--- config.mk ---
export PLATFORM = sky130hd
export DESIGN_NAME = sio_cfg_port
export DESIGN_NICKNAME = d
export VERILOG_FILES = /design/src/rtl/sio_cfg_pkg.sv /design/src/rtl/sio_port_decode.sv /design/src/rtl/sio_key_ctrl.sv /design/src/rtl/sio_dev_bank.sv /design/src/rtl/sio_cfg_port.sv
export SDC_FILE = /design/constraint.sdc
export NUM_CORES = 1
export LEC_CHECK = 0
export BUFFER_PORTS_ARGS = -buffer_cell sky130_fd_sc_hd__buf_2
export CAP_MARGIN = 0
export CORE_AREA = 3 3 163 86
export DETAILED_ROUTE_END_ITERATION = 8
export DIE_AREA = 0 0 166 89
export PLACE_DENSITY = 0.79
export SKIP_CTS_REPAIR_TIMING = 1
export SYNTH_ARGS = -nofsm -noshare
export SYNTH_HDL_FRONTEND = slang
export SYNTH_HIERARCHICAL = 1
export SYNTH_SLANG_ARGS = --single-unit
--- constraint.sdc ---
create_clock -name clk -period 3.5 [get_ports clk]
set_input_delay 0.35 -clock clk [delete_from_list [all_inputs] [get_ports clk]]
set_output_delay 0.35 -clock clk [all_outputs]
set_load 0.05 [all_outputs]
--- src/rtl/sio_cfg_pkg.sv ---
package sio_cfg_pkg;

    // Register numbers behind the data port
    localparam logic [7:0] IDX_DEVSEL  = 8'h07;
    localparam logic [7:0] IDX_CHIP_HI = 8'h20;
    localparam logic [7:0] IDX_CHIP_LO = 8'h21;
    localparam logic [7:0] IDX_VEND_HI = 8'h22;
    localparam logic [7:0] IDX_VEND_LO = 8'h23;
    localparam logic [7:0] IDX_PORTSEL = 8'h27;
    localparam logic [7:0] IDX_DEV_EN  = 8'h30;
    localparam logic [7:0] IDX_BASE_HI = 8'h60;
    localparam logic [7:0] IDX_BASE_LO = 8'h61;
    localparam logic [7:0] IDX_IRQ     = 8'h70;
    localparam logic [7:0] IDX_WAKE    = 8'hF0;

    localparam logic [7:0] NO_DATA = 8'hFF;

    typedef enum logic [1:0] {
        KEY_LOCKED = 2'd0,
        KEY_HALF   = 2'd1,
        KEY_OPEN   = 2'd2
    } key_state_e;

    // One decoded bus cycle
    typedef struct packed {
        logic       idx_wr;
        logic       dat_wr;
        logic       idx_rd;
        logic       dat_rd;
        logic [7:0] data;
    } bus_op_t;

    // Per-device configuration
    typedef struct packed {
        logic       en;
        logic [7:0] base_hi;
        logic [7:0] base_lo;
        logic [7:0] irq;
    } dev_regs_t;

    function automatic logic is_global_idx(input logic [7:0] idx);
        return (idx == IDX_DEVSEL)  || (idx == IDX_CHIP_HI) ||
               (idx == IDX_CHIP_LO) || (idx == IDX_VEND_HI) ||
               (idx == IDX_VEND_LO) || (idx == IDX_PORTSEL);
    endfunction

endpackage

--- src/rtl/sio_port_decode.sv ---
module sio_port_decode
    import sio_cfg_pkg::*;
#(
    parameter int         ADDR_W  = 16,
    parameter logic [15:0] PRI_IDX = 16'h004E,
    parameter logic [15:0] ALT_IDX = 16'h002E
) (
    input  logic              port_alt,
    input  logic [ADDR_W-1:0] bus_addr,
    input  logic              bus_wr,
    input  logic              bus_rd,
    input  logic [7:0]        bus_wdata,
    output bus_op_t           op
);
    logic [ADDR_W-1:0] idx_addr;
    logic [ADDR_W-1:0] dat_addr;

    always_comb begin
        idx_addr  = port_alt ? ADDR_W'(ALT_IDX) : ADDR_W'(PRI_IDX);
        dat_addr  = idx_addr + ADDR_W'(1);
        op.idx_wr = bus_wr && (bus_addr == idx_addr);
        op.dat_wr = bus_wr && (bus_addr == dat_addr);
        op.idx_rd = bus_rd && (bus_addr == idx_addr);
        op.dat_rd = bus_rd && (bus_addr == dat_addr);
        op.data   = bus_wdata;
    end
endmodule

--- src/rtl/sio_key_ctrl.sv ---
module sio_key_ctrl
    import sio_cfg_pkg::*;
#(
    parameter logic [7:0] EN_KEY  = 8'h87,
    parameter logic [7:0] DIS_KEY = 8'hAA
) (
    input  logic       clk,
    input  logic       rst,
    input  bus_op_t    op,
    output logic       open,
    output logic [7:0] index
);
    key_state_e st_q;
    logic [7:0] index_q;
    logic       any_wr;
    logic       key_hit;

    assign any_wr  = op.idx_wr || op.dat_wr;
    assign key_hit = op.idx_wr && (op.data == EN_KEY);

    always_ff @(posedge clk) begin
        if (rst) begin
            st_q    <= KEY_LOCKED;
            index_q <= '0;
        end else if (any_wr) begin
            unique case (st_q)
                KEY_LOCKED: st_q <= key_hit ? KEY_HALF : KEY_LOCKED;
                KEY_HALF:   st_q <= key_hit ? KEY_OPEN : KEY_LOCKED;
                KEY_OPEN: begin
                    if (op.idx_wr) begin
                        if (op.data == DIS_KEY) st_q <= KEY_LOCKED;
                        else                    index_q <= op.data;
                    end
                end
                default:    st_q <= KEY_LOCKED;
            endcase
        end
    end

    assign open  = (st_q == KEY_OPEN);
    assign index = index_q;
endmodule

--- src/rtl/sio_dev_bank.sv ---
module sio_dev_bank
    import sio_cfg_pkg::*;
#(
    parameter int NUM_DEV  = 4,
    parameter int WAKE_LDN = 3
) (
    input  logic                 clk,
    input  logic                 rst,
    input  logic                 open,
    input  bus_op_t              op,
    input  logic [7:0]           index,
    output logic [7:0]           ldn,
    output logic [7:0]           dev_rdata,
    output logic [NUM_DEV-1:0]   dev_en,
    output logic [16*NUM_DEV-1:0] dev_base,
    output logic [8*NUM_DEV-1:0] dev_irq,
    output logic [7:0]           wake_en
);
    dev_regs_t  regs_q [NUM_DEV];
    logic [7:0] ldn_q;
    logic [7:0] wake_q;
    logic       cfg_wr;
    logic       wake_sel;

    assign cfg_wr   = open && op.dat_wr;
    assign wake_sel = (ldn_q == 8'(WAKE_LDN));

    always_ff @(posedge clk) begin
        if (rst) begin
            ldn_q  <= '0;
            wake_q <= '0;
        end else if (cfg_wr) begin
            if (index == IDX_DEVSEL)
                ldn_q <= op.data;
            if (wake_sel && index == IDX_WAKE)
                wake_q <= wake_q | op.data;
        end
    end

    for (genvar g = 0; g < NUM_DEV; g++) begin : g_dev
        logic mine;
        assign mine = cfg_wr && (ldn_q == 8'(g));

        always_ff @(posedge clk) begin
            if (rst) begin
                regs_q[g] <= '0;
            end else if (mine) begin
                unique case (index)
                    IDX_DEV_EN:  regs_q[g].en      <= op.data[0];
                    IDX_BASE_HI: regs_q[g].base_hi <= op.data;
                    IDX_BASE_LO: regs_q[g].base_lo <= op.data;
                    IDX_IRQ:     regs_q[g].irq     <= op.data;
                    default:     ;
                endcase
            end
        end

        assign dev_en[g]            = regs_q[g].en;
        assign dev_base[16*g +: 16] = {regs_q[g].base_hi, regs_q[g].base_lo};
        assign dev_irq[8*g +: 8]    = regs_q[g].irq;
    end

    // Read side: pick the selected bank
    dev_regs_t sel;
    logic      sel_ok;

    always_comb begin
        sel    = '0;
        sel_ok = 1'b0;
        for (int i = 0; i < NUM_DEV; i++) begin
            if (ldn_q == 8'(i)) begin
                sel    = regs_q[i];
                sel_ok = 1'b1;
            end
        end
        dev_rdata = NO_DATA;
        if (sel_ok) begin
            unique case (index)
                IDX_DEV_EN:  dev_rdata = {7'b0, sel.en};
                IDX_BASE_HI: dev_rdata = sel.base_hi;
                IDX_BASE_LO: dev_rdata = sel.base_lo;
                IDX_IRQ:     dev_rdata = sel.irq;
                IDX_WAKE:    dev_rdata = wake_sel ? wake_q : NO_DATA;
                default:     dev_rdata = NO_DATA;
            endcase
        end
    end

    assign ldn     = ldn_q;
    assign wake_en = wake_q;
endmodule

--- src/rtl/sio_cfg_port.sv ---
module sio_cfg_port
    import sio_cfg_pkg::*;
#(
    parameter int          ADDR_W    = 16,
    parameter logic [15:0] PRI_IDX   = 16'h004E,
    parameter logic [15:0] ALT_IDX   = 16'h002E,
    parameter logic [7:0]  EN_KEY    = 8'h87,
    parameter logic [7:0]  DIS_KEY   = 8'hAA,
    parameter logic [15:0] CHIP_ID   = 16'hC3A1,
    parameter logic [15:0] VENDOR_ID = 16'h7B19,
    parameter int          NUM_DEV   = 4,
    parameter int          WAKE_LDN  = 3
) (
    input  logic                  clk,
    input  logic                  rst,
    input  logic                  port_alt,
    input  logic [ADDR_W-1:0]     bus_addr,
    input  logic                  bus_wr,
    input  logic                  bus_rd,
    input  logic [7:0]            bus_wdata,
    output logic [7:0]            bus_rdata,
    output logic                  cfg_mode,
    output logic [NUM_DEV-1:0]    dev_en,
    output logic [16*NUM_DEV-1:0] dev_base,
    output logic [8*NUM_DEV-1:0]  dev_irq,
    output logic [7:0]            wake_en
);
    bus_op_t    op;
    logic       open;
    logic [7:0] index;
    logic [7:0] ldn;
    logic [7:0] dev_rdata;
    logic [7:0] glob_rdata;
    logic [7:0] rd_next;
    logic [7:0] rdata_q;

    sio_port_decode #(
        .ADDR_W (ADDR_W),
        .PRI_IDX(PRI_IDX),
        .ALT_IDX(ALT_IDX)
    ) u_dec (
        .port_alt (port_alt),
        .bus_addr (bus_addr),
        .bus_wr   (bus_wr),
        .bus_rd   (bus_rd),
        .bus_wdata(bus_wdata),
        .op       (op)
    );

    sio_key_ctrl #(
        .EN_KEY (EN_KEY),
        .DIS_KEY(DIS_KEY)
    ) u_key (
        .clk  (clk),
        .rst  (rst),
        .op   (op),
        .open (open),
        .index(index)
    );

    sio_dev_bank #(
        .NUM_DEV (NUM_DEV),
        .WAKE_LDN(WAKE_LDN)
    ) u_bank (
        .clk      (clk),
        .rst      (rst),
        .open     (open),
        .op       (op),
        .index    (index),
        .ldn      (ldn),
        .dev_rdata(dev_rdata),
        .dev_en   (dev_en),
        .dev_base (dev_base),
        .dev_irq  (dev_irq),
        .wake_en  (wake_en)
    );

    always_comb begin
        unique case (index)
            IDX_DEVSEL:  glob_rdata = ldn;
            IDX_CHIP_HI: glob_rdata = CHIP_ID[15:8];
            IDX_CHIP_LO: glob_rdata = CHIP_ID[7:0];
            IDX_VEND_HI: glob_rdata = VENDOR_ID[15:8];
            IDX_VEND_LO: glob_rdata = VENDOR_ID[7:0];
            IDX_PORTSEL: glob_rdata = {7'b0, port_alt};
            default:     glob_rdata = NO_DATA;
        endcase

        rd_next = NO_DATA;
        if (open && op.idx_rd)
            rd_next = index;
        else if (open && op.dat_rd)
            rd_next = is_global_idx(index) ? glob_rdata : dev_rdata;
    end

    always_ff @(posedge clk) begin
        if (rst)         rdata_q <= NO_DATA;
        else if (bus_rd) rdata_q <= rd_next;
    end

    assign bus_rdata = rdata_q;
    assign cfg_mode  = open;
endmodule

==> flow_summary.json, run 1 <==
{
  "run_status": "completed",
  "crit_end": "bus_rdata[0]$_SDFFE_PP1P_",
  "cp.depth": 8,
  "drive_gt1_frac": 0.299,
  "grt_pass1_wl_mm": 32.9,
  "fill_cells": 949,
  "vias_per_cell": 6.29,
  "required_ns": 3.79,
  "synth_fp_nets": 664,
  "ys_types": 73,
  "p_switching_w": 0.00109,
  "relSlewSlack": 0.407,
  "routabilityCongestion": 1.02,
  "post_dp_cell_area_sq_um": 7870,
  "path_clk_slew_ns": 0.06,
  "synth_seq_cells": 134,
  "cts_num_sinks": 134,
  "vias": 6061,
  "end_kind": "flop",
  "tns_ns": 0,
  "yosys.area_share.xor_xnor": 0.00126,
  "yosys.area_share.simple": 0.248,
  "holdWs_ns": 0.297,
  "postSynth.asyncResetShare": 0,
  "synth_mux_area_frac": 0.0665,
  "grt_pass1_vias": 5711,
  "crit_chain": "or3b_2 > mux2i_1 > a221oi_1 > a31oi_1 > nand4_1 > a21boi_0 > a2111oi_0 > o21ai_0",
  "cts_root_buf": "clkbuf_16",
  "netlist_area_sq_um": 6940,
  "start_kind": "flop",
  "antenna_found_initial": 0,
  "die_w_um": 166,
  "row_count": 29,
  "cp_max_fo": 17,
  "pin_count": 146,
  "routed_wl_mm": 21.9,
  "power.density_nw_per_um2": 459,
  "dieArea_sq_um": 14800,
  "slowest_stage": "or3b_2",
  "pwr-share-comb": 0.119,
  "period_share": 0.862,
  "floorplan.initialDensity": 0.551,
  "numPortBuffers": 145,
  "syn-instance-count": 635,
  "post_drt_wl_per_cell_um": 22.7,
  "coreArea_sq_um": 12600,
  "htree_num_levels": 4,
  "cp-startpoint": "u_bank/ldn[0]$_SDFFE_PP0P_",
  "r2r_start": "u_bank/ldn[0]$_SDFFE_PP0P_",
  "grt_usage": 0.295,
  "hold_class": "primary input to flop",
  "synth_top_area_cell": "edfxtp_1",
  "cp.buffers_inverters": 0,
  "synth-edff-count": 100,
  "grt_overflow_total": 0,
  "skew_ns": 0.00650,
  "netSwitchingFraction": 0.283,
  "worstPathArrival_ns": 3.31,
  "grt_start_max_net_pins": 39,
  "ir_worst_vdd_uv": 274,
  "finalInstanceArea_sq_um": 8380,
  "cts_tree": "done",
  "clock.fmax_ghz": 0.331,
  "drv_cap": 0,
  "final_core_util": 0.666,
  "internal_power_w": 0.00276,
  "tightest_slew_ns": 0.882,
  "synth_top_family_by_area": "simple AND/OR/NAND/NOR gates",
  "power.share.clock": 0.410,
  "path_delay_family": "compound AO/OA/AOI/OAI gates",
  "drcViolationCount": 0,
  "dr.first_iter.drc_count": 840,
  "synthTopCellsByArea": "edfxtp_1 43%, dfxtp_1 9.8%, and2_1 7.8%",
  "die_y_um": 89,
  "rsz0062_at_grt": "no",
  "yosys_warnings": 6,
  "p_total_w": 0.00385,
  "area_delta_synth_final_pct": 20.8,
  "power.leakage_nw": 3.23,
  "clkLatencyLatePin_ns": 0.42,
  "syn_avg_cell_area_sq_um": 10.9,
  "synthAdderAreaFrac": 0,
  "synth_top_area_share": 0.433,
  "seq_area_frac_synth": 0.531,
  "critPathKind": "flop to flop",
  "diodes": 0,
  "slew_viol_final": 0,
  "synth_compound_area_frac": 0.118,
  "setup_violations": 0,
  "reg2reg_depth": 8,
  "r2r_slack_ns": 0.48,
  "drt_pass1_iterations": 5,
  "dp.final_hpwl_mm": 15.4,
  "power_frac_seq": 0.470,
  "reg2reg_to": "bus_rdata[0]$_SDFFE_PP1P_",
  "min_period_ns": 3.02,
  "cts_buffers": 17,
  "antenna_left": 0,
  "layout.nets": 811,
  "ys.flop_type": "edfxtp_1",
  "clockBufferDepth": 2,
  "slowest_delay_ns": 0.72,
  "hold_viol": 0
}
## cell type report
type	count	area [sq um]	area share
timing repair buffer	173	936	0.112
clock buffer	17	425	0.0508
tap	170	213	0.0254
multi-input combinational	451	3010	0.360
inverter	5	18.8	0.00224
clock inverter	13	87.6	0.0105
sequential	134	3680	0.440
## sequential cells by signal, summed over array words and instances (netlist names)
register	flops
u_key/index	8
u_bank/regs_q	100
u_key/st_q	2
u_bank/wake_en	8
u_bank/ldn	8
bus_rdata	8
## per-stage QoR
step,cells,worst slack (ns)
floorplan,635,0.640
global placement,933,0.508
detailed placement,933,0.442
CTS,963,0.629
global route,963,0.380
finish,963,0.483
## power by group through the flow
stage	logic [W]	clock network [W]	registers, W
after floorplan	0.000101	0	0.00206
after global placement	0.000452	0	0.00184
after detailed placement	0.000455	0	0.00184
after CTS	0.000457	0.00159	0.00181
after global routing	0.000475	0.00165	0.00181
final	0.000458	0.00158	0.00181
## worst register-to-register path, stage by stage, from the launching register on
cell	delay [ns]
dfxtp_2	0.43
or3b_2	0.73
mux2i_1	0.39
a221oi_1	0.15
a31oi_1	0.22
nand4_1	0.17
a21boi_0	0.18
a2111oi_0	0.48
o21ai_0	0.15
## synthesized netlist by cell type (4+ instances only)
cell,instances
edfxtp_1,100
and2_1,87
nor2_1,46
mux2i_1,36
nand2_1,36
dfxtp_1,34
clkbuf_1,26
a21oi_1,24
o21ai_0,24
nand2b_1,19
o21bai_1,18
nor3_1,13
nand3_1,12
nand4_1,11
nor4_1,10
mux2_2,9
a221oi_1,8
buf_4,8
nor2b_1,7
buf_2,6
a21o_1,5
a31oi_1,5
inv_1,5
a211oi_1,4
and3_1,4
o211ai_1,4
o22ai_1,4
## cells in the final DEF, fill, tap and decap left out, types with 3 or more instances in the layout
master     instances
nor3_2             3
clkinv_4           4
nor4_1            10
a221o_1            3
nand2b_1          19
nor3_4             3
mux2i_1           36
a21o_1             5
a221oi_1           8
a22oi_1            3
o22ai_1            4
nand4_1           11
a21oi_1           24
and2_1            87
dfxtp_1           33
o211ai_1           4
nand3_1           12
a31oi_1            5
nor2_1            46
o21ai_0           24
edfxtp_1         100
inv_1              5
or4_1              3
nor3_1            13
clkinv_2           5
nor4b_2            3
a211oi_1           4
buf_2            145
clkbuf_16         17
mux2_2             9
o21bai_1          18
nand2_1           36
nor3b_1            3
nor2b_1            7
buf_4             28
and3_1             4
## layer usage
layer	global-route usage	part of all wire	wire length [um]	vias to the layer above
li1	-	-	-	2633
met1	0.397	0.39	8450	2932
met2	0.479	0.46	10100	451
met3	0.0689	0.13	2880	45
met4	0.110	0.023	504	0
met5	0	0	0	-
## kinds of logic after synthesis
family | Yosys count
compound gates | 119
xor+xnor | 1
buf+inv | 50
flops | 134
mux | 45
simple gates | 286
## worst min path at each step
stage	start	endpoint	slack (ns)	depth (start not counted)
floorplan	u_key/index[5]$_SDFFE_PP0P_	u_key/index[5]$_SDFFE_PP0P_	0.47	2
global placement	bus_rdata[3]$_SDFFE_PP1P_	bus_rdata[3]$_SDFFE_PP1P_	0.45	2
detailed placement	bus_rdata[3]$_SDFFE_PP1P_	bus_rdata[3]$_SDFFE_PP1P_	0.45	2
CTS	bus_rd	bus_rdata[0]$_SDFFE_PP1P_	0.29	3
global route	bus_rd	bus_rdata[1]$_SDFFE_PP1P_	0.34	3
finish	bus_rd	bus_rdata[3]$_SDFFE_PP1P_	0.30	3
No activity file was read; power rests on OpenSTA's default activity.
==> run 2, diff against run 1 <==
--- a/config.mk
+++ b/config.mk
@@ -7,10 +7,11 @@
 export LEC_CHECK = 0
 export BUFFER_PORTS_ARGS = -buffer_cell sky130_fd_sc_hd__buf_2
 export CAP_MARGIN = 0
-export CORE_AREA = 3 3 163 86
+export CORE_AREA = 3 3 171 90
+export CTS_BUF_LIST = sky130_fd_sc_hd__clkbuf_8
 export DETAILED_ROUTE_END_ITERATION = 8
-export DIE_AREA = 0 0 166 89
-export PLACE_DENSITY = 0.79
+export DIE_AREA = 0 0 174 93
+export PLACE_DENSITY = 0.73
 export SKIP_CTS_REPAIR_TIMING = 1
 export SYNTH_ARGS = -nofsm -noshare
 export SYNTH_HDL_FRONTEND = slang
==> constraint.sdc (replaced) <==
create_clock -name clk -period 3.3 [get_ports clk]
set_input_delay 0.33 -clock clk [delete_from_list [all_inputs] [get_ports clk]]
set_output_delay 0.33 -clock clk [all_outputs]
set_load 0.05 [all_outputs]
==> flow_summary.json, run 2 (synthesized netlist as in run 1, its figures left out) <==
{
  "dp.final_hpwl_mm": 17.4,
  "period_share": 0.917,
  "antenna_found_initial": 0,
  "start_kind": "flop",
  "largest_reg_flops": 100,
  "grt_pass1_vias": 5645,
  "critPathKind": "flop to flop",
  "drt_pass1_iterations": 5,
  "rsz0062_at_grt": "no",
  "row_count": 31,
  "setup_violations": 0,
  "clockBufferDepth": 2,
  "final_common_cell": "buf_2",
  "skew_ns": 0.0201,
  "grt_start_max_net_pins": 41,
  "final_core_util": 0.595,
  "area_delta_synth_final_pct": 21.1,
  "seq_area_sq_um": 3680,
  "reg2reg_depth": 8,
  "ir_worst_vdd_uv": 272,
  "cts_num_sinks": 134,
  "power.density_nw_per_um2": 474,
  "grt_util_met2": 0.389,
  "tns_ns": 0,
  "vias": 6086,
  "drive_gt1_frac": 0.307,
  "dr.first_iter.drc_count": 1001,
  "routabilityCongestion": 1.00,
  "finalNonFillerCells": 1000,
  "dieArea_sq_um": 16200,
  "post_drt_wl_per_cell_um": 23.6,
  "clock.fmax_ghz": 0.330,
  "post_dp_cell_area_sq_um": 7950,
  "numPortBuffers": 145,
  "tightest_slew_ns": 0.742,
  "hold_viol": 0,
  "end_kind": "flop",
  "worst_slack_ns": 0.273,
  "relSlewSlack": 0.502,
  "antenna_left": 0,
  "cp_max_fo": 40,
  "path_clk_slew_ns": 0.09,
  "drcViolationCount": 0,
  "run_status": "completed",
  "clkLatencyLatePin_ns": 0.44,
  "cts_root_buf": "clkbuf_8",
  "diodes": 0,
  "die_w_um": 174,
  "worstPathArrival_ns": 3.39,
  "routed_wl_mm": 23.6,
  "floorplan.initialDensity": 0.491,
  "fill_cells": 1252,
  "power.leakage_nw": 3.24,
  "grt_pass1_wl_mm": 35.2,
  "top_usage_layer": "met1",
  "htree_num_levels": 4,
  "use_met1": 0.453,
  "finalInstanceArea_sq_um": 8400,
  "final_cell_mix": "145 x buf_2, 100 x edfxtp_1, 87 x and2_1, 46 x nor2_1",
  "hold_class": "primary input to flop",
  "drv_cap": 0,
  "required_ns": 3.66,
  "multi_input_area_sq_um": 3020,
  "dp.cells": 968,
  "layout.nets": 818,
  "vias_per_cell": 6.09,
  "min_period_ns": 3.03,
  "coreArea_sq_um": 14100,
  "grt_overflow_total": 0,
  "die_y_um": 93,
  "grt_usage": 0.290,
  "cts_tree": "done",
  "regMostFlops": "u_bank/regs_q",
  "cts_buffers": 17,
  "hold_path_depth": 3,
  "met3_usage": 0.0989,
  "pin_count": 146,
  "post-place-ws_ns": 0.255,
  "slew_viol_final": 0
}
[run 2: cell types whose count changed in the layout (fill, tap and decap cells not counted), moves of 2 or more]
cell       previous run  this run
clkinv_2              5         0
buf_4                28        35
inv_8                 0         2
bufinv_16             0         4
clkbuf_8              0        17
clkbuf_16            17         0
inv_6                 1         5
clkinv_4              4         2
[run 2: path summary, 6_finish.rpt]
kind	startpoint	endpoint	slack, ns
worst max register to register	u_bank/ldn[0]$_SDFFE_PP0P_	bus_rdata[4]$_SDFFE_PP1P_	0.27
worst max-delay path	u_bank/ldn[0]$_SDFFE_PP0P_	bus_rdata[4]$_SDFFE_PP1P_	0.27
worst min register to register	bus_rdata[1]$_SDFFE_PP1P_	bus_rdata[1]$_SDFFE_PP1P_	0.49
worst min-delay path	bus_rd	bus_rdata[5]$_SDFFE_PP1P_	0.27
[run 2: critical path: stages, from the launching register on]
cell and delay (ns):
dfxtp_2 0.33, buf_4 0.48, nor3b_2 0.54, buf_4 0.27, nor3_1 0.06, nor4_1 0.64
or4_1 0.28, a221oi_1 0.14, o21ai_0 0.22
[run 2: area by class of cell]
| cell class | instances | area share |
|---|---|---|
| repair buffers | 180 | 0.118 |
| flip-flops and latches | 134 | 0.438 |
| multi-input cells | 451 | 0.359 |
| clock buffers | 17 | 0.0278 |
| clock inverters | 15 | 0.0256 |
| inverters | 5 | 0.00223 |
| well taps | 198 | 0.0295 |
[run 2: layer usage]
| metal | vias to the layer above | part of all wire |
|---|---|---|
| met5 | - | 0 |
| met4 | 0 | 0.0050 |
| met3 | 14 | 0.16 |
| met2 | 492 | 0.39 |
| met1 | 2927 | 0.45 |
| li1 | 2653 | - |
[run 2: through the flow]
stage               hold slack, ns  power, W
floorplan                    0.469   0.00229
global placement             0.461   0.00244
detailed placement           0.480   0.00245
CTS                          0.238   0.00399
global route                 0.267   0.00410
finish                       0.266   0.00398
[run 2: power by group]
part,switching [W],internal [W],total (W)
clock network,0.000723,0.000846,0.00157
logic,0.000391,0.000104,0.000495
registers,0.0000499,0.00187,0.00192
==> run 3, diff against run 2 <==
==> constraint.sdc (replaced) <==
create_clock -name clk -period 3.51 [get_ports clk]
set_input_delay 0.351 -clock clk [delete_from_list [all_inputs] [get_ports clk]]
set_output_delay 0.351 -clock clk [all_outputs]
set_load 0.05 [all_outputs]
==> flow_summary.json, run 3 (synthesized netlist as in run 1, its figures left out) <==
{
  "grt_pass1_wl_mm": 34.0,
  "hold_viol": 0,
  "worst_slack_ns": 0.342,
  "hold_path_depth": 3,
  "hold_class": "primary input to flop",
  "min_period_ns": 3.17,
  "clockBufferDepth": 2,
  "run_status": "completed",
  "rsz0062_at_grt": "no",
  "area_delta_synth_final_pct": 19.0,
  "coreArea_sq_um": 14100,
  "dr.first_iter.drc_count": 997,
  "seq_area_sq_um": 3680,
  "die_y_um": 93,
  "diodes": 0,
  "drv_cap": 0,
  "clkLatencyLatePin_ns": 0.44,
  "cts_buffers": 17,
  "cp_max_fo": 8,
  "drt_pass1_iterations": 6,
  "slew_viol_final": 0,
  "row_count": 31,
  "period_share": 0.903,
  "power.leakage_nw": 3.18,
  "drcViolationCount": 0,
  "htree_num_levels": 4,
  "power.density_nw_per_um2": 427,
  "post_drt_wl_per_cell_um": 23.2,
  "dp.final_hpwl_mm": 16.8,
  "cts_num_sinks": 134,
  "fill_cells": 1244,
  "tns_ns": 0,
  "final_common_cell": "buf_2",
  "cts_tree": "done",
  "vias_per_cell": 6.20,
  "end_kind": "flop",
  "drive_gt1_frac": 0.294,
  "post_dp_cell_area_sq_um": 7880,
  "numPortBuffers": 145,
  "finalInstanceArea_sq_um": 8260,
  "die_w_um": 174,
  "dieArea_sq_um": 16200,
  "largest_reg_flops": 100,
  "grt_start_max_net_pins": 52,
  "reg2reg_depth": 7,
  "routed_wl_mm": 23.0,
  "ir_worst_vdd_uv": 206,
  "relSlewSlack": 0.355,
  "layout.nets": 808,
  "cts_root_buf": "clkbuf_8",
  "grt_pass1_vias": 5691,
  "grt_overflow_total": 0,
  "critPathKind": "flop to flop",
  "pin_count": 146,
  "start_kind": "flop",
  "post-place-ws_ns": 0.447,
  "final_cell_mix": "145 x buf_2, 100 x edfxtp_1, 87 x and2_1, 46 x nor2_1",
  "multi_input_area_sq_um": 3010,
  "skew_ns": 0.0109,
  "setup_violations": 0,
  "floorplan.initialDensity": 0.491,
  "required_ns": 3.82,
  "regMostFlops": "u_bank/regs_q",
  "path_clk_slew_ns": 0.08,
  "grt_usage": 0.280,
  "antenna_left": 0,
  "p_total_w": 0.00352,
  "antenna_found_initial": 1,
  "holdWs_ns": 0.287,
  "routabilityCongestion": 0.946,
  "clock.fmax_ghz": 0.316,
  "tightest_slew_ns": 0.967,
  "worstPathArrival_ns": 3.48,
  "vias": 6141
}
## run 3: final timing paths
kind | startpoint | endpoint | slack (ns)
worst min-delay path | bus_rd | bus_rdata[5]$_SDFFE_PP1P_ | 0.29
worst max-delay path | u_bank/ldn[2]$_SDFFE_PP0P_ | bus_rdata[4]$_SDFFE_PP1P_ | 0.34
worst min register to register | bus_rdata[5]$_SDFFE_PP1P_ | bus_rdata[5]$_SDFFE_PP1P_ | 0.50
worst max register to register | u_bank/ldn[2]$_SDFFE_PP0P_ | bus_rdata[4]$_SDFFE_PP1P_ | 0.34
## run 3: cell type report
class                   instances  share of cell area
multi-input cells             451               0.365
clock buffers                  19              0.0317
repair buffers                170               0.111
well taps                     198              0.0300
clock inverters                13              0.0139
flip-flops and latches        134               0.446
inverters                       5             0.00227
## run 3: metal layers
layer | wire, um | global-route usage | up-vias
met3 | 3460 | 0.0973 | 45
met5 | 13 | 0 | -
met1 | 10100 | 0.423 | 2964
met4 | 258 | 0.0628 | 2
met2 | 9150 | 0.384 | 506
li1 | - | - | 2624
## run 3: critical path: stages, from the launching register on
cell and delay, ns:
dfxtp_1 0.39, nor2_1 0.50, nand3_1 0.38, a211oi_1 0.50, nor4_1 0.07, or4_1 0.59
a221oi_1 0.43, o21ai_0 0.16
## run 3: metrics by stage
step            util  instances
2_1_floorplan      -        635
3_3_place_gp   0.558        958
3_5_place_dp   0.558        958
4_1_cts        0.585        990
5_1_grt        0.585        990
6_report       0.585        990
## run 3: where the power goes
part | internal [W] | switching, W | leakage (nW)
Clock | 0.000654 | 0.000604 | 0.214
Combinational | 0.0000966 | 0.000364 | 1.73
Sequential | 0.00176 | 0.0000463 | 1.23
Total | 0.00251 | 0.00101 | 3.18
